## config.mk

```make
export PLATFORM = sky130hd
export DESIGN_NAME = ata_pio_timing_sel
export DESIGN_NICKNAME = d
export VERILOG_FILES = /design/src/rtl/ata_pio_pkg.sv /design/src/rtl/pio_devsel_tracker.sv /design/src/rtl/pio_timing_mux.sv /design/src/rtl/pio_phase_seq.sv /design/src/rtl/ata_pio_timing_sel.sv
export SDC_FILE = /design/constraint.sdc
export NUM_CORES = 1
export LEC_CHECK = 0
export ABC_AREA = 1
export BUFFER_PORTS_ARGS = -buffer_cell sky130_fd_sc_hd__buf_4
export CELL_PAD_IN_SITES_DETAIL_PLACEMENT = 0
export CELL_PAD_IN_SITES_GLOBAL_PLACEMENT = 1
export CORE_MARGIN = 2
export CORE_UTILIZATION = 33
export DETAILED_ROUTE_END_ITERATION = 10
export MAX_ROUTING_LAYER = met4
export PLACE_DENSITY = 0.9
export RECOVER_POWER = 100
export SLEW_MARGIN = 20
export SYNTH_ARGS = -nofsm -noshare
export SYNTH_HDL_FRONTEND = slang
export SYNTH_SLANG_ARGS = --single-unit
export TNS_END_PERCENT = 10
```

## constraint.sdc

```tcl
create_clock -name clk -period 1.9 [get_ports clk]
set_input_delay 0.095 -clock clk [delete_from_list [all_inputs] [get_ports clk]]
set_output_delay 0.095 -clock clk [all_outputs]
set_load 0.005 [all_outputs]
```

## src/rtl/ata_pio_pkg.sv

```systemverilog
package ata_pio_pkg;

   localparam int PIO_NUM_FIELDS = 4;

   localparam int FLD_SETUP  = 0;
   localparam int FLD_ACTIVE = 1;
   localparam int FLD_HOLD   = 2;
   localparam int FLD_RECOV  = 3;

   typedef enum logic [2:0] {
      PH_IDLE   = 3'd0,
      PH_SETUP  = 3'd1,
      PH_ACTIVE = 3'd2,
      PH_HOLD   = 3'd3,
      PH_RECOV  = 3'd4
   } pio_phase_e;

   function automatic pio_phase_e phase_after(input pio_phase_e p);
      case (p)
         PH_SETUP:  return PH_ACTIVE;
         PH_ACTIVE: return PH_HOLD;
         PH_HOLD:   return PH_RECOV;
         default:   return PH_IDLE;
      endcase
   endfunction

   function automatic logic [1:0] phase_field(input pio_phase_e p);
      case (p)
         PH_ACTIVE: return 2'(FLD_ACTIVE);
         PH_HOLD:   return 2'(FLD_HOLD);
         PH_RECOV:  return 2'(FLD_RECOV);
         default:   return 2'(FLD_SETUP);
      endcase
   endfunction

endpackage

```

## src/rtl/pio_devsel_tracker.sv

```systemverilog
module pio_devsel_tracker #(
   parameter int ADDR_W       = 4,
   parameter int DATA_W       = 8,
   parameter int DEVHEAD_ADDR = 6,
   parameter int DEV_BIT      = 4
) (
   input  logic              clk,
   input  logic              rst_n,
   input  logic              accept,
   input  logic              wr,
   input  logic [ADDR_W-1:0] addr,
   input  logic [DATA_W-1:0] wdata,
   output logic              dev_sel
);

   localparam logic [ADDR_W-1:0] HEAD_A = ADDR_W'(DEVHEAD_ADDR);

   logic hit;
   assign hit = accept && wr && (addr == HEAD_A);

   always_ff @(posedge clk or negedge rst_n) begin
      if (!rst_n)   dev_sel <= 1'b0;
      else if (hit) dev_sel <= wdata[DEV_BIT];
   end

   AST_DEVSEL_HOLD: assert property (@(posedge clk) disable iff (!rst_n)
      !hit |=> $stable(dev_sel));

   AST_DEVSEL_LOAD: assert property (@(posedge clk) disable iff (!rst_n)
      hit |=> dev_sel == $past(wdata[DEV_BIT]));

endmodule

```

## src/rtl/pio_timing_mux.sv

```systemverilog
module pio_timing_mux #(
   parameter int VARIANT   = 2,
   parameter int ADDR_W    = 4,
   parameter int WORD_W    = 32,
   parameter int DATA_ADDR = 0
) (
   input  logic [ADDR_W-1:0] addr,
   input  logic              dev_sel,
   input  logic [WORD_W-1:0] common,
   input  logic [WORD_W-1:0] fast0,
   input  logic [WORD_W-1:0] fast1,
   output logic [WORD_W-1:0] word
);

   localparam logic [ADDR_W-1:0] DATA_A = ADDR_W'(DATA_ADDR);

   generate
      if (VARIANT == 1) begin : g_common_only
         logic unused_fast;
         assign unused_fast = ^{fast0, fast1, dev_sel, addr};
         assign word = common;
      end else begin : g_per_device
         logic [WORD_W-1:0] dev_word;
         assign dev_word = dev_sel ? fast1 : fast0;
         assign word     = (addr == DATA_A) ? dev_word : common;
      end
   endgenerate

endmodule

```

## src/rtl/pio_phase_seq.sv

```systemverilog
module pio_phase_seq
   import ata_pio_pkg::*;
#(
   parameter int FIELD_W = 8
) (
   input  logic                   clk,
   input  logic                   rst_n,
   input  logic                   start,
   input  logic [4*FIELD_W-1:0]   word,
   output logic                   busy,
   output logic                   strobe,
   output logic                   done
);

   logic [PIO_NUM_FIELDS-1:0][FIELD_W-1:0] fld_in;
   logic [PIO_NUM_FIELDS-1:0][FIELD_W-1:0] lat_q;
   pio_phase_e                             phase_q;
   logic [FIELD_W-1:0]                     cnt_q;
   logic                                   done_q;

   genvar gi;
   generate
      for (gi = 0; gi < PIO_NUM_FIELDS; gi++) begin : g_unpack
         assign fld_in[gi] = word[gi*FIELD_W +: FIELD_W];
      end
   endgenerate

   always_ff @(posedge clk or negedge rst_n) begin
      if (!rst_n) begin
         phase_q <= PH_IDLE;
         cnt_q   <= '0;
         done_q  <= 1'b0;
         lat_q   <= '0;
      end else begin
         done_q <= 1'b0;
         if (phase_q == PH_IDLE) begin
            if (start) begin
               lat_q   <= fld_in;
               phase_q <= PH_SETUP;
               cnt_q   <= fld_in[FLD_SETUP];
            end
         end else if (cnt_q != '0) begin
            cnt_q <= cnt_q - 1'b1;
         end else if (phase_q == PH_RECOV) begin
            phase_q <= PH_IDLE;
            done_q  <= 1'b1;
         end else begin
            phase_q <= phase_after(phase_q);
            cnt_q   <= lat_q[phase_field(phase_after(phase_q))];
         end
      end
   end

   assign busy   = (phase_q != PH_IDLE);
   assign strobe = (phase_q == PH_ACTIVE);
   assign done   = done_q;

   AST_FIELDS_HELD: assert property (@(posedge clk) disable iff (!rst_n)
      busy |=> $stable(lat_q));

   AST_DONE_SINGLE: assert property (@(posedge clk) disable iff (!rst_n)
      done |=> !done);

   AST_DONE_AT_FALL: assert property (@(posedge clk) disable iff (!rst_n)
      $fell(busy) |-> done);

   AST_STROBE_AFTER_SETUP: assert property (@(posedge clk) disable iff (!rst_n)
      $rose(strobe) |-> $past(busy));

   AST_ORDER: assert property (@(posedge clk) disable iff (!rst_n)
      $fell(strobe) |-> phase_q == PH_HOLD);

endmodule

```

## src/rtl/ata_pio_timing_sel.sv

```systemverilog
module ata_pio_timing_sel #(
   parameter int VARIANT      = 2,
   parameter int FIELD_W      = 8,
   parameter int ADDR_W       = 4,
   parameter int DATA_W       = 8,
   parameter int DATA_ADDR    = 0,
   parameter int DEVHEAD_ADDR = 6,
   parameter int DEV_BIT      = 4
) (
   input  logic                 clk,
   input  logic                 rst_n,
   input  logic                 ide_enable,
   input  logic                 req_valid,
   input  logic                 req_write,
   input  logic [ADDR_W-1:0]    req_addr,
   input  logic [DATA_W-1:0]    req_wdata,
   input  logic [4*FIELD_W-1:0] tim_common,
   input  logic [4*FIELD_W-1:0] tim_fast0,
   input  logic [4*FIELD_W-1:0] tim_fast1,
   output logic                 busy,
   output logic                 strobe,
   output logic                 done,
   output logic                 dev_sel
);

   localparam int WORD_W = 4 * FIELD_W;

   generate
      if (VARIANT < 1 || VARIANT > 3) begin : g_bad_variant
         $error("VARIANT must be 1, 2 or 3");
      end
      if (DEV_BIT >= DATA_W) begin : g_bad_devbit
         $error("DEV_BIT outside write data");
      end
      if (DATA_ADDR == DEVHEAD_ADDR) begin : g_bad_addr
         $error("data and drive/head addresses must differ");
      end
      if (DATA_ADDR >= (1 << ADDR_W) || DEVHEAD_ADDR >= (1 << ADDR_W)) begin : g_bad_range
         $error("register address exceeds ADDR_W");
      end
      if (FIELD_W < 1) begin : g_bad_field
         $error("FIELD_W must be positive");
      end
   endgenerate

   logic              accept;
   logic [WORD_W-1:0] sel_word;

   assign accept = req_valid && ide_enable && !busy;

   pio_devsel_tracker #(
      .ADDR_W(ADDR_W), .DATA_W(DATA_W),
      .DEVHEAD_ADDR(DEVHEAD_ADDR), .DEV_BIT(DEV_BIT)
   ) u_track (
      .clk(clk), .rst_n(rst_n), .accept(accept), .wr(req_write),
      .addr(req_addr), .wdata(req_wdata), .dev_sel(dev_sel)
   );

   pio_timing_mux #(
      .VARIANT(VARIANT), .ADDR_W(ADDR_W), .WORD_W(WORD_W), .DATA_ADDR(DATA_ADDR)
   ) u_mux (
      .addr(req_addr), .dev_sel(dev_sel), .common(tim_common),
      .fast0(tim_fast0), .fast1(tim_fast1), .word(sel_word)
   );

   pio_phase_seq #(.FIELD_W(FIELD_W)) u_seq (
      .clk(clk), .rst_n(rst_n), .start(accept), .word(sel_word),
      .busy(busy), .strobe(strobe), .done(done)
   );

   AST_NO_START_WHEN_OFF: assert property (@(posedge clk) disable iff (!rst_n)
      (!busy && !ide_enable) |=> !busy);

   AST_STROBE_IN_BUSY: assert property (@(posedge clk) disable iff (!rst_n)
      strobe |-> busy);

endmodule

```

* Yosys cells after proc, flatten, opt, wreduce, memory -nomap -nowiden
Index checks and enable logic that the tools add are counted.
Cells by class: $add $sub $neg 1, $lt $le $gt $ge 1, eq/ne operators 11, mux-type cells 23, reductions and logical operators 12
Operator list (count):
- 2-to-1 mux 32 bit | 2
- 2-to-1 mux 8 bit | 5
- 2-to-1 mux 3 bit | 7
- binary-select mux 8 bit (select 2 bit) | 1
- equality test 3 x 2 -> 1 bit, second input constant | 4
- case mux 3 bit (3 select lines) | 1
- nonzero test 8 bit | 1
- subtractor 8 x 1 -> 8 bit, second input constant | 1
- equality test 3 bit, second input constant | 2
- 2-to-1 mux 2 bit | 3
- case mux 2 bit (3 select lines) | 1
- AND reduction 2 bit | 3
- equality test 4 x 3 -> 1 bit, second input constant | 1
- logical AND 1 bit | 4
- logical NOT 4 bit | 1
- equality test 3 x 1 -> 1 bit, second input constant | 1
- logical NOT 3 bit | 1
- less-than comparator 2 x 3 -> 1 bit, second input constant | 1
- 2-to-1 mux 1 bit | 3
- inequality test 3 x 1 -> 1 bit, second input constant | 1
- nonzero test 3 bit | 1
- inequality test 2 x 1 -> 1 bit, second input constant | 1
- inequality test 2 bit, second input constant | 1
- logical NOT 1 bit | 1
Word-level totals: bits in registers 45, logic and storage cells 56

* Logic depth before layout (Yosys ltp)
Gate-level depths: netlist of run 1.
depth in word-level cells 15, mapped depth 11, mapped depth without buffers 10

* Hierarchy
Synthesis of run 1 repeated with hierarchy kept, for this count alone.
Unflattened totals: cells, all modules 529, area total of the unflattened synthesis 3564.7 um^2
Modules (own cells, without submodules):
- pio_phase_seq | instances 1, cells an instance 303, area each 2444.8 um^2, sequential area each 1101.1 um^2
- pio_timing_mux | instances 1, cells an instance 215, area each 1048.5 um^2, sequential area each 0.0 um^2
- pio_devsel_tracker | instances 1, cells an instance 9, area each 61.3 um^2, sequential area each 25.0 um^2
- ata_pio_timing_sel | instances 1, cells an instance 2, area each 10.0 um^2, sequential area each 0.0 um^2

* Least setup slack after synthesis of run 1
Ideal clock, no wire load.
path kind flip-flop to flip-flop, start register u_seq.cnt_q[2], end register u_seq.cnt_q[0], arrival 1300 ps, required time 1783 ps, slack 483 ps, cell stages (with the launch flop) 10, path buffers 1, period minus slack after synthesis 1417 ps, cell sequence dfrtp_1 > nor2_1 > nand2_1 > nor2_2 > buf_6 > nand3_4 > nand2_4 > nand2_4 > nand3_1 > nand2_1
Between the ends: longest elaborated chain between the ends 3
RTL lines:
- from (decl) | line pio_phase_seq.sv:18 | logic [FIELD_W-1:0] cnt_q;
- from (signal assigned) | line pio_phase_seq.sv:40 | cnt_q <= fld_in[FLD_SETUP];
- from (signal assigned) | line pio_phase_seq.sv:43 | cnt_q <= cnt_q - 1'b1;
- from (signal assigned) | line pio_phase_seq.sv:49 | cnt_q <= lat_q[phase_field(phase_after(phase_q))];
- nonzero test 8 bit * | line pio_phase_seq.sv:42 | end else if (cnt_q != '0) begin
- inequality test 3 x 1 -> 1 bit (no source line) / 2-to-1 mux 8 bit (equally long branches)
- AND reduction 2 bit (no source line) / 2-to-1 mux 8 bit (equally long branches)
Every way passes the cells marked *; elsewhere a longest branch is shown, timed or not. A chain may end at the register's enable or synchronous reset.

* Worst setup path after layout of run 1
start register u_seq.cnt_q[0], end register u_seq.phase_q[1]
Between the ends: longest elaborated chain between the ends 3
RTL lines:
- nonzero test 8 bit | line pio_phase_seq.sv:42
- inequality test 2 x 1 -> 1 bit (no source line)
- AND reduction 2 bit (no source line)
- to (signal assigned) | line pio_phase_seq.sv:48 | phase_q <= phase_after(phase_q);
- to (decl) | line pio_phase_seq.sv:17 | pio_phase_e phase_q;
No other way between the ends.

==> results of run 1 <==
-- per-layer routing --
layer | GRT usage (%) | vias up | share of wire, %
li1 | - | 1684 | -
met1 | 22.8 | 1452 | 46
met2 | 30.2 | 69 | 49
met3 | 2.39 | 9 | 3.9
met4 | 4.21 | 0 | 1.2
met5 | - | - | 0
-- flip-flops by register name, summed over array words and instances (netlist names) --
signal and flops:
u_seq.lat_q 32, u_track.dev_sel 1, u_seq.cnt_q 8, u_seq.done 1, u_seq.phase_q 3
-- worst paths after layout --
path / from / to / cells past startpoint
hold / removal: req_wdata[4] / u_track.dev_sel / 3
min in group asynchronous: rst_n / u_seq.phase_q[1] / 2
max in group asynchronous: rst_n / u_seq.cnt_q[3] / 2
setup reg to reg: u_seq.cnt_q[0] / u_seq.phase_q[1] / 8
setup / recovery: u_seq.cnt_q[0] / u_seq.phase_q[1] / 8
hold reg to reg: u_seq.lat_q[2] / u_seq.lat_q[2] / 2
-- cell usage after synthesis (all sizes together) --
| cell type | number | share of area, % |
|---|---|---|
| xor2 | 1 | 0.29 |
| clkbuf | 10 | 1.3 |
| nand2 | 176 | 23 |
| nand3b | 1 | 0.25 |
| nand3 | 42 | 7.4 |
| o21bai | 1 | 0.25 |
| clkinv | 1 | 0.29 |
| nor3 | 1 | 0.17 |
| o21ai | 50 | 8.5 |
| o211ai | 6 | 1.5 |
| ha | 2 | 0.83 |
| a21oi | 46 | 7.7 |
| nand4 | 1 | 0.21 |
| dfrtp | 45 | 37 |
| inv | 29 | 3.8 |
| buf | 13 | 2.5 |
| nor2 | 31 | 4.8 |
-- power by group through the flow --
stage               sequential [uW]  combinational [uW]  clock, uW
floorplan                      1660                1640          0
global placement               1740                2160          0
detailed placement             1750                2220          0
CTS                            1730                2230        660
global route                   1790                2530        698
finish                         1730                2190        642
-- repair_timing --
item,CTS,global route
hold endpoints to repair,45,0
resized for setup,0,0
hold buffers,1,0
-- cells by family (layout without fill, tap and decap cells) --
family | count (synthesis) | in the layout
AO/OA/AOI/OAI | 103 | 103
adder cells (fa/ha/maj) | 2 | 2
AND/OR/NAND/NOR | 252 | 252
flip-flops | 45 | 45
buffers and inverters | 53 | 158
XOR/XNOR | 1 | 1
-- metrics by stage --
| stage | util (%) | power, uW | instances | cell area, sq um | hold WS (ns) |
|---|---|---|---|---|---|
| 2_1_floorplan | - | 3290 | 456 | 3000 | -0.201 |
| 3_3_place_gp | 44.7 | 3900 | 660 | 3920 | 0.129 |
| 3_5_place_dp | 44.7 | 3970 | 660 | 3920 | 0.127 |
| 4_1_cts | 46.0 | 4620 | 669 | 4030 | 0.0193 |
| 5_1_grt | 45.8 | 5020 | 669 | 4020 | 0.0101 |
| 6_report | 45.8 | 4560 | 669 | 4020 | 0.0222 |
-- cell type report --
| cell class | count | area (sq um) | share of cell area [%] |
|---|---|---|---|
| Inverter | 30 | 123 | 3.05 |
| Multi-Input combinational cell | 358 | 1640 | 40.8 |
| Sequential cell | 45 | 1130 | 28.0 |
| Timing Repair Buffer | 120 | 896 | 22.3 |
| Tap cell | 108 | 135 | 3.37 |
| Clock inverter | 2 | 16.3 | 0.405 |
| Clock buffer | 6 | 82.6 | 2.06 |
-- tightest hold or removal path: stages --
cell and delay (ns):
buf_4 0.07, o21ai_0 0.07, inv_1 0.05
==> impl_results.md, run 1 <==
* Seq/Total Area, Yosys at 37.5%
* Final Wtd Congestion at 0.877
* Most common cell after layout, fill and taps aside: nand2_1
* Status: finished, final reports clean
* Synth Area in Compound Gates at 17.9%
* Syn. warnings at 0
* Syn Area/Cell at 6.59 sq um
* Area grow syn2layout at 33.7%
* Internal at 2570 uW
* Vias in the first global route at 3,147
* First-pass GRT wire length at 14,100 um
* Drt first pass iters at 4
* Comb power frac at 47.9%
* Dpl hpwl at 6520 um
* Post-synthesis register bit count at 45
* Final nets at 675
* IO Pins at 117
* Reg-to-reg slack, setup at 0.18 ns
* CTS buffer count at 5
* Power density over the cells at 1140 nW/um^2
* Worst Skew at 0.0104 ns
* GRT overflow at 0
* Minimum clock period at 1.72 ns
* Chip Height at 99.4 um
* Root Driver: clkbuf_8
* Largest net degree at the start of global routing at 56
* Total Routing Usage GR at 17.9%
* DP Worst Slack at 0.211 ns
* Clock latency at the later pin of the worst-skew pair at 0.30 ns
* Max stage delay on crit path at 0.39 ns
* Sw Ratio at 43.7%
* Max clock buf depth at 2
* Die X-Extent at 99.4 um
* Min-Delay Path Class: input port to register
* Core area at 8760 sq um
* Simple-gate area share of the yosys netlist at 35.7%
* Final setup violation count at 0
* Drt via density at 4.80
* Crit-path leading delay family: compound AO/OA/AOI/OAI gates
* Post-Route Setup TNS at 0 ns
* Max Fanout on Critical Path at 8
* Peak supply drop at 454 uV
* Synth Cell Area at 3000 sq um
* Fill count at 875
* Initial Util at 34.3%
* Routed WL per cell at 12.5 um
* Most frequent cells in the layout: nand2_1, buf_4, o21ai_0
* Setup CP Type: register to register
* Die footprint at 9880 sq um
* Fmax at 583 MHz
* CP required at 2.12 ns
* Period Utilization, post-route at 90.3%
* CP Buf/Inv Count at 2
* Row Count at 34
* Slew @ Worst Pin at 1.11 ns
* Clock power share at 14.1%
* Clock Pin Slew Worst Setup and Hold Paths at 0.09 ns
* 1st-iter DRT viols at 150
* Post-synthesis xor/xnor area fraction at 0.292%
* RSZ-0062 raised after global routing: no
* Mapped Cells at 456
* Slew Viols, Final at 0
* Final WL at 8330 um
* Mux share of post-synthesis cell area at 0%
* Post-CTS setup buffers at 0
* Yosys cell types at 30
* Cell mode on critical path: inv_1
* Leak Pwr at 0.00203 uW
* Final Worst Setup Slack at 0.184 ns
* Worst-path cell chain: inv_1, ha_1, nand2_1, nor2_2, inv_1, o21ai_2, nor2_1, a21oi_1
* Initial antenna violation count at 0
* Crit path launch type: register
* Sequential Power Share at 38.0%
* Buffers on Ports at 109
* CP endpoint kind: register
* Final hold viol count at 0
* DRT antenna net count at 0
* H-tree levels at 2
* TritonCTS clock tree: built
* Slew HR at 25.8%
* CP max stage cell: dfrtp_1
* Synthesized Nets at 571
* Net switching power at 1990 uW
* Diodes inserted at 0
* Via count at 3,214
* Worst path arrival time at 1.94 ns
* DRC Markers at 0
* Largest family of logic cells by synthesized area: simple AND/OR/NAND/NOR gates
* Synth Area in Adders at 0.833%
* Share of cells above drive strength 1 at 25.5%
* Max_cap viols at 0
* TritonCTS Sinks at 45
No activity file was read; power rests on OpenSTA's default activity.
==> inputs of run 2 (changes only) <==
ABC_AREA = not set   (was 1)
CORE_UTILIZATION = 35   (was 33)
PLACE_DENSITY = 0.91   (was 0.9)
==> run 2 against run 1 <==
Against the previous run:
- the run now ends with negative setup slack left
- largest cell class unchanged
- cell area is 3.9% higher
- non-clock buffer count is 23 higher
- critical path depth is 1 lower
- clock skew is 0.0030 ns lower
- register-to-register slack worse by 0.25 ns
- setup slack worse by 0.25 ns
- die area is 8.4% lower
- total power is 1.5% lower
- critical endpoint is now u_seq.cnt_q[0]
- synthesized area is 3.2% lower
- synthesized cell count is 24% lower
- maximum frequency is 13% lower
- core utilization is 5.5 points higher
==> impl_results.md, run 2 <==
* Dpl hpwl at 6330 um (-2.9%)
* Most common cell after layout, fill and taps aside: buf_4
* Core area at 8130 sq um (-7.2%)
* Seq/Total Area, Yosys at 38.7% (+1.2 points)
* Initial Util at 35.7% (+1.5 points)
* Slew HR at 26.4% (+0.64 points)
* Worst path arrival time at 2.17 ns (+0.23 ns)
* Fmax at 509 MHz (-13%)
* Storage cell area at 1130 sq um (unchanged)
* Net switching power at 1610 uW (-19%)
* Failing checks: negative setup slack
* Area grow syn2layout at 43.4%
* Total Routing Usage GR at 18.8% (+0.91 points)
* TritonCTS Sinks at 45 (unchanged)
* Sequential Power Share at 36.6% (-1.4 points)
* GRT overflow at 0 (unchanged)
* RSZ-0062 raised after global routing: yes
* Root Driver: clkbuf_8
* CP Buf/Inv Count at 1 (-1)
* Die footprint at 9050 sq um (-8.4%)
* Largest net degree at the start of global routing at 52 (-7.1%)
* Max stage delay on crit path at 0.55 ns (+0.16 ns)
* CP endpoint kind: register
* Reg-to-reg slack, setup at -0.07 ns (-0.25 ns)
* Comb power frac at 46.7% (-1.2 points)
* Crit-path leading delay family: simple AND/OR/NAND/NOR gates
* Fin cells at 577 (-14%)
* Post-synthesis register bit count at 45 (unchanged)
* Vias in the first global route at 2,784 (-12%)
* Diodes inserted at 0 (unchanged)
* Yosys top cell by area: dfrtp_1
* Most common cell in the netlist: o21ai_0
* Placed Area at 4030 sq um (+2.8%)
* Setup CP Type: register to register
* Crit path launch type: register
* Max FFs per register at 32 (unchanged)
* Slew @ Worst Pin at 1.10 ns (-0.00959 ns)
* Syn Area/Cell at 8.38 sq um (+27%)
* Via count at 2,898 (-9.8%)
* Fill count at 774 (-12%)
* Routed WL per cell at 13.6 um (+8.9%)
* Utilization after layout at 51.3% (+5.5 points)
* Clock Pin Slew Worst Setup and Hold Paths at 0.08 ns (about the same)
* Syn. warnings at 0 (unchanged)
* Final Worst Setup Slack at -0.0661 ns (-0.250 ns)
* Async S/R FF share, synth at 100% (unchanged)
* Chip Height at 95.2 um (-4.3%)
* TritonCTS clock tree: built
* Peak supply drop at 409 uV (-10%)
* Yosys cell types at 43 (+43%)
* IO Pins at 117 (unchanged)
* Design Area, Final at 4170 sq um (+3.9%)
* Clock latency at the later pin of the worst-skew pair at 0.30 ns (about the same)
* Worst-path cell chain: inv_1, ha_1, nand2b_1, or4_4, a21oi_4, a221oi_2, a311oi_1
* H-tree levels at 2 (unchanged)
* Slew Viols, Final at 0 (unchanged)
* Sw Ratio at 35.8% (-7.9 points)
* Post-synth EDFFs at 0 (unchanged)
* Period Utilization, post-route at 103% (+13 points)
* Leak Pwr at 0.00186 uW (-8.0%)
* Initial antenna violation count at 0 (unchanged)
* Ys flop type: dfrtp_1
* DRT antenna net count at 0 (unchanged)
* DRC Markers at 0 (unchanged)
* Clock power share at 16.7% (+2.6 points)
* Max_cap viols at 0 (unchanged)
* 1st-iter DRT viols at 223 (+49%)
* Max clock buf depth at 2 (unchanged)
* Share of cells above drive strength 1 at 35.6% (+10 points)
* Mapped Cells at 347 (-24%)
* Drt first pass iters at 5 (+1)
* Worst Skew at 0.00746 ns (-0.00297 ns)
* Final hold viol count at 0 (unchanged)
* Final setup violation count at 6 (+6)
* # placed instances at 567 (-14%)
* Internal at 2890 uW (+12%)
* Area contributors post-synth: dfrtp_1, o21ai_0, mux2i_1
* Post-synth top cells: o21ai_0, nand2_1, dfrtp_1, mux2i_1, clkbuf_1
* Final nets at 586 (-13%)
* Power density over the cells at 1080 nW/um^2 (-5.2%)
* Most frequent cells in the layout: buf_4, o21ai_0, nand2_1
* CP max stage cell: or4_4
* Buffers on Ports at 109 (unchanged)
* First-pass GRT wire length at 13,000 um (-8.1%)
* Status: finished, violations left
* Final WL at 7820 um (-6.1%)
* Yosys top cell area share at 38.7% (+1.2 points)
* Row Count at 33 (-2.9%)
* Max Fanout on Critical Path at 7 (-1)
* CTS buffer count at 5 (unchanged)
* Minimum clock period at 1.97 ns (+0.250 ns)
* CP required at 2.10 ns (-0.02 ns)
* Synthesized Nets at 462 (-19%)
* Most flops, register: u_seq.lat_q
* Synth Cell Area at 2910 sq um (-3.2%)
* Die X-Extent at 95.2 um (-4.3%)
* Drt via density at 5.02 (+4.5%)
* Multi-input logic area at 1680 sq um (+2.5%)
* Final Wtd Congestion at 0.910 (+3.8%)
* Min-Delay Path Class: input port to register
* Biggest regs: u_seq.lat_q: 32 flops, u_seq.cnt_q: 8 flops, u_seq.phase_q: 3 flops
## run 2: changes by cell type after synthesis, moves of 19 or more
cell,before,now
o21ai_0,36,74
nand2_1,172,71
nand3_1,41,3
mux2i_1,0,35
a21oi_1,46,9
inv_1,24,5
## run 2: cell families (layout without fill, tap and decap cells)
group                    count (synthesis)  after routing  synth area share, %
XOR/XNOR                                 3              3                0.904
multiplexers                            44             44                 15.5
flip-flops                              45             45                 38.7
AO/OA/AOI/OAI                          116            116                 23.7
AND/OR/NAND/NOR                        105            105                 15.7
buffers and inverters                   32            157                 4.56
adder cells (fa/ha/maj)                  2              2                0.860
## run 2: power groups by stage
stage / combinational, uW / sequential [uW] / clock [uW]
2_1_floorplan: 1250 / 1600 / 0
3_3_place_gp: 2060 / 1640 / 0
3_5_place_dp: 2080 / 1660 / 0
4_1_cts: 2110 / 1640 / 761
5_1_grt: 2350 / 1700 / 813
6_report: 2100 / 1650 / 749
## run 2: through the flow
stage | hold WS [ns] | setup WS [ns] | power [uW] | setup TNS, ns
CTS | 0.0296 | -0.0959 | 4510 | -0.339
detailed placement | 0.127 | -0.100 | 3730 | -0.368
global route | 0.0253 | -0.177 | 4860 | -0.910
floorplan | -0.201 | -0.114 | 2860 | -0.509
finish | 0.0295 | -0.0661 | 4490 | -0.200
global placement | 0.129 | -0.0792 | 3690 | -0.239
## run 2: final timing paths
kind | start | endpoint | cells past startpoint
hold reg to reg | u_seq.lat_q[25] | u_seq.lat_q[25] | 2
hold / removal | req_wdata[4] | u_track.dev_sel | 2
max in group asynchronous | rst_n | u_seq.lat_q[1] | 2
min in group asynchronous | rst_n | u_seq.lat_q[28] | 2
setup reg to reg | u_seq.cnt_q[0] | u_seq.cnt_q[0] | 7
setup / recovery | u_seq.cnt_q[0] | u_seq.cnt_q[0] | 7
## run 2: layout make-up
type                       count  area share [%]
multi-input combinational    270            40.2
tap                          105            3.15
clock buffer                   6            1.98
sequential                    45            27.0
clock inverter                 2           0.900
inverter                       6           0.540
timing repair buffer         143            26.2
## run 2: repair_timing
action,in CTS,in global routing
hold buffers,1,0
hold endpoints to repair,45,0
setup endpoints to repair,10,11
gates resized for setup,2,1
pin swaps,1,1
cloned,0,0
setup buffers,1,0
## run 2: layer usage
| metal | vias up | share of wire, % | routed length, um | track usage [%] |
|---|---|---|---|---|
| li1 | 1482 | - | - | - |
| met1 | 1326 | 47 | 3700 | 25.8 |
| met2 | 81 | 47 | 3670 | 29.0 |
| met3 | 9 | 4.4 | 347 | 2.69 |
| met4 | 0 | 1.3 | 104 | 5.19 |
| met5 | - | 0 | 0 | - |
## run 2: worst register-to-register path, delay by kind of cell, from the launching register on
family,cells,cell delay (ns)
and+or+nand+nor,2,0.64
AOI/OAI and AO/OA,3,0.61
DFF,1,0.39
adders and majority gates,1,0.17
buffers and inverters,1,0.08
==> inputs of run 3 (changes only) <==
CAP_MARGIN = 20   (was not set)
CELL_PAD_IN_SITES_DETAIL_PLACEMENT = not set   (was 0)
CELL_PAD_IN_SITES_GLOBAL_PLACEMENT = not set   (was 1)
CORE_UTILIZATION = 49   (was 35)
PLACE_DENSITY = 0.85   (was 0.91)
==> run 3 against run 2 <==
Against the previous run:
- the flow still finishes with violations (negative setup slack)
- wire length increased by 1.0%
- hold slack lost 0.015 ns
- die area is 27% lower
- combinational power fell by 2%
- core utilization grew 19 points
- global-route usage rose by 7.0 points
- cell count is 6.1% lower
==> impl_results.md, run 3 (same netlist as run 2, synthesis figures left out) <==
* Status: finished, violations left
* Failing checks: negative setup slack
* DP Worst Slack at -0.0509 ns (+0.0494 ns)
* Dpl hpwl at 6240 um (-1.5%)
* Die X-Extent at 81.0 um (-15%)
* Depth of the worst register-to-register path at 8 (+1)
* Leak Pwr at 0.00184 uW (-1.0%)
* Storage cell area at 1130 sq um (unchanged)
* Worst Hold End: u_track.dev_sel
* Sequential Power Share at 37.2% (+0.6 points)
* Die footprint at 6570 sq um (-27%)
* Initial Util at 50.0% (+14 points)
* Fin cells at 542 (-6.1%)
* IO Pins at 117 (unchanged)
* GRT overflow at 0 (unchanged)
* Buffers on Ports at 109 (unchanged)
* Biggest regs: u_seq.lat_q: 32 flops, u_seq.cnt_q: 8 flops, u_seq.phase_q: 3 flops
* Net switching power at 1660 uW (+3.0%)
* Drt first pass iters at 5 (unchanged)
* Design Area, Final at 4100 sq um (-1.7%)
* CP max stage cell: or4_4
* Max Fanout on Critical Path at 6 (-1)
* Row Count at 28 (-15%)
* Drt via density at 5.54 (+10%)
* Placed Area at 3970 sq um (-1.4%)
* Fmax at 514 MHz (+1.1%)
* Tot Pwr at 4500 uW (about the same)
* Fill count at 469 (-39%)
* CP Buf/Inv Count at 2 (+1)
* Post-Route Setup TNS at -0.167 ns (+0.0330 ns)
* Period Utilization, post-route at 102% (-1.1 points)
* Peak supply drop at 519 uV (+27%)
* CTS buffer count at 5 (unchanged)
* Max_cap viols at 0 (unchanged)
* H-tree levels at 2 (unchanged)
* Crit-path leading delay family: simple AND/OR/NAND/NOR gates
* Most frequent cells in the layout: buf_4, o21ai_0, nand2_1
* Final nets at 581 (-0.85%)
* Max FFs per register at 32 (unchanged)
* Final Worst Setup Slack at -0.0444 ns (+0.0217 ns)
* Via count at 3,000 (+3.5%)
* Hold path start: req_wdata[4]
* CP endpoint kind: register
* Final Wtd Congestion at 1.00 (+10%)
* Sw Ratio at 36.8% (+1.1 points)
* Slew @ Worst Pin at 1.11 ns (+0.00641 ns)
* Most common cell after layout, fill and taps aside: buf_4
* Total Routing Usage GR at 25.7% (+7.0 points)
* Routed WL per cell at 14.6 um (+7.5%)
* Initial antenna violation count at 0 (unchanged)
* Chip Height at 81.0 um (-15%)
* Final setup violation count at 7 (+1)
* Clock power share at 17.1% (+0.4 points)
* Internal at 2840 uW (-1.6%)
* Max clock buf depth at 2 (unchanged)
* Worst path arrival time at 2.19 ns (+0.02 ns)
* Share of cells above drive strength 1 at 34.9% (-0.69 points)
* Reg-to-reg slack, setup at -0.04 ns (+0.02 ns)
* Post-CTS setup buffers at 0 (-1)
* First-pass GRT wire length at 12,800 um (-1.7%)
* CP required at 2.15 ns (+0.05 ns)
* RSZ-0062 raised after global routing: yes
* Final hold viol count at 0 (unchanged)
* Most flops, register: u_seq.lat_q
* 1st-iter DRT viols at 295 (+32%)
* Reg-to-Reg Start: u_seq.cnt_q[1]
* Worst-path cell chain: inv_1, ha_1, nand2b_1, or4_4, a21oi_4, buf_4, a21o_1, a32o_1
* Multi-input logic area at 1670 sq um (-0.45%)
* Slew Viols, Final at 0 (unchanged)
* Power density over the cells at 1100 nW/um^2 (+1.8%)
* DRT antenna net count at 0 (unchanged)
* Diodes inserted at 0 (unchanged)
* Minimum clock period at 1.94 ns (-0.0217 ns)
* Root Driver: clkbuf_8
* Clock Pin Slew Worst Setup and Hold Paths at 0.09 ns (about the same)
* Largest net degree at the start of global routing at 64 (+23%)
* # placed instances at 533 (-6.0%)
* Clock latency at the later pin of the worst-skew pair at 0.31 ns (about the same)
* Max stage delay on crit path at 0.56 ns (about the same)
* Worst Skew at 0.00799 ns (+0.000526 ns)
* Slew HR at 26.0% (-0.43 points)
* Final WL at 7900 um (+1.0%)
* Hold path depth at 2 (unchanged)
* Min-Delay Path Class: input port to register
* Comb power frac at 45.7% (-1.0 points)
* Core area at 5820 sq um (-29%)
* TritonCTS clock tree: built
* Vias in the first global route at 2,882 (+3.5%)
* FF-to-FF End: u_seq.cnt_q[7]
* Setup CP Type: register to register
* DRC Markers at 0 (unchanged)
* Crit path launch type: register
* TritonCTS Sinks at 45 (unchanged)
* Area grow syn2layout at 41.0%
## run 3: cell types whose count changed in the layout (fill, tap and decap cells not counted), sizes merged
cell      change
clkbuf        -2
buf           -4
inv           +2
clkinvlp      -1
## run 3: power by group through the flow
stage	sequential, uW	combinational (uW)	clock (uW)
after floorplan	1600	1250	0
after global placement	1660	1970	0
after detailed placement	1680	2030	0
after CTS	1670	2050	769
after global routing	1720	2280	807
final	1670	2060	767
## run 3: how the worst max path moves through the flow
stage | from | endpoint | slack, ns | depth (start not counted)
after CTS | u_seq.cnt_q[4] | u_seq.cnt_q[7] | -0.04 | 6
after floorplan | u_seq.cnt_q[4] | u_seq.cnt_q[0] | -0.11 | 7
after detailed placement | u_seq.cnt_q[4] | u_seq.cnt_q[0] | -0.05 | 4
after global routing | u_seq.cnt_q[1] | u_seq.cnt_q[7] | -0.16 | 8
final | u_seq.cnt_q[1] | u_seq.cnt_q[7] | -0.04 | 8
after global placement | u_seq.cnt_q[4] | u_seq.cnt_q[7] | -0.001 | 4
## run 3: metrics by stage
step                util [%]  hold slack (ns)
detailed placement      68.3            0.129
global route            70.5           0.0258
floorplan                  -           -0.201
finish                  70.5           0.0143
global placement        68.3            0.121
CTS                     70.8           0.0107
## run 3: area by class of cell
class	count	share of cell area (%)
Sequential cell	45	27.5
Multi-Input combinational cell	270	40.8
Inverter	6	0.549
Clock inverter	3	1.16
Tap cell	75	2.29
Clock buffer	5	1.68
Timing Repair Buffer	138	26.1
## run 3: metal layers
metal	routed length [um]	track usage, %	vias up
li1	-	-	1479
met1	3400	33.7	1400
met2	3930	42.1	109
met3	465	3.67	12
met4	108	6.78	0
met5	0	-	-
## run 3: repair_timing
item | CTS | global route
resized for setup | 3 | 0
setup endpoints to repair | 7 | 9
endpoints found under the hold margin | 45 | 0
hold buffers | 1 | 0
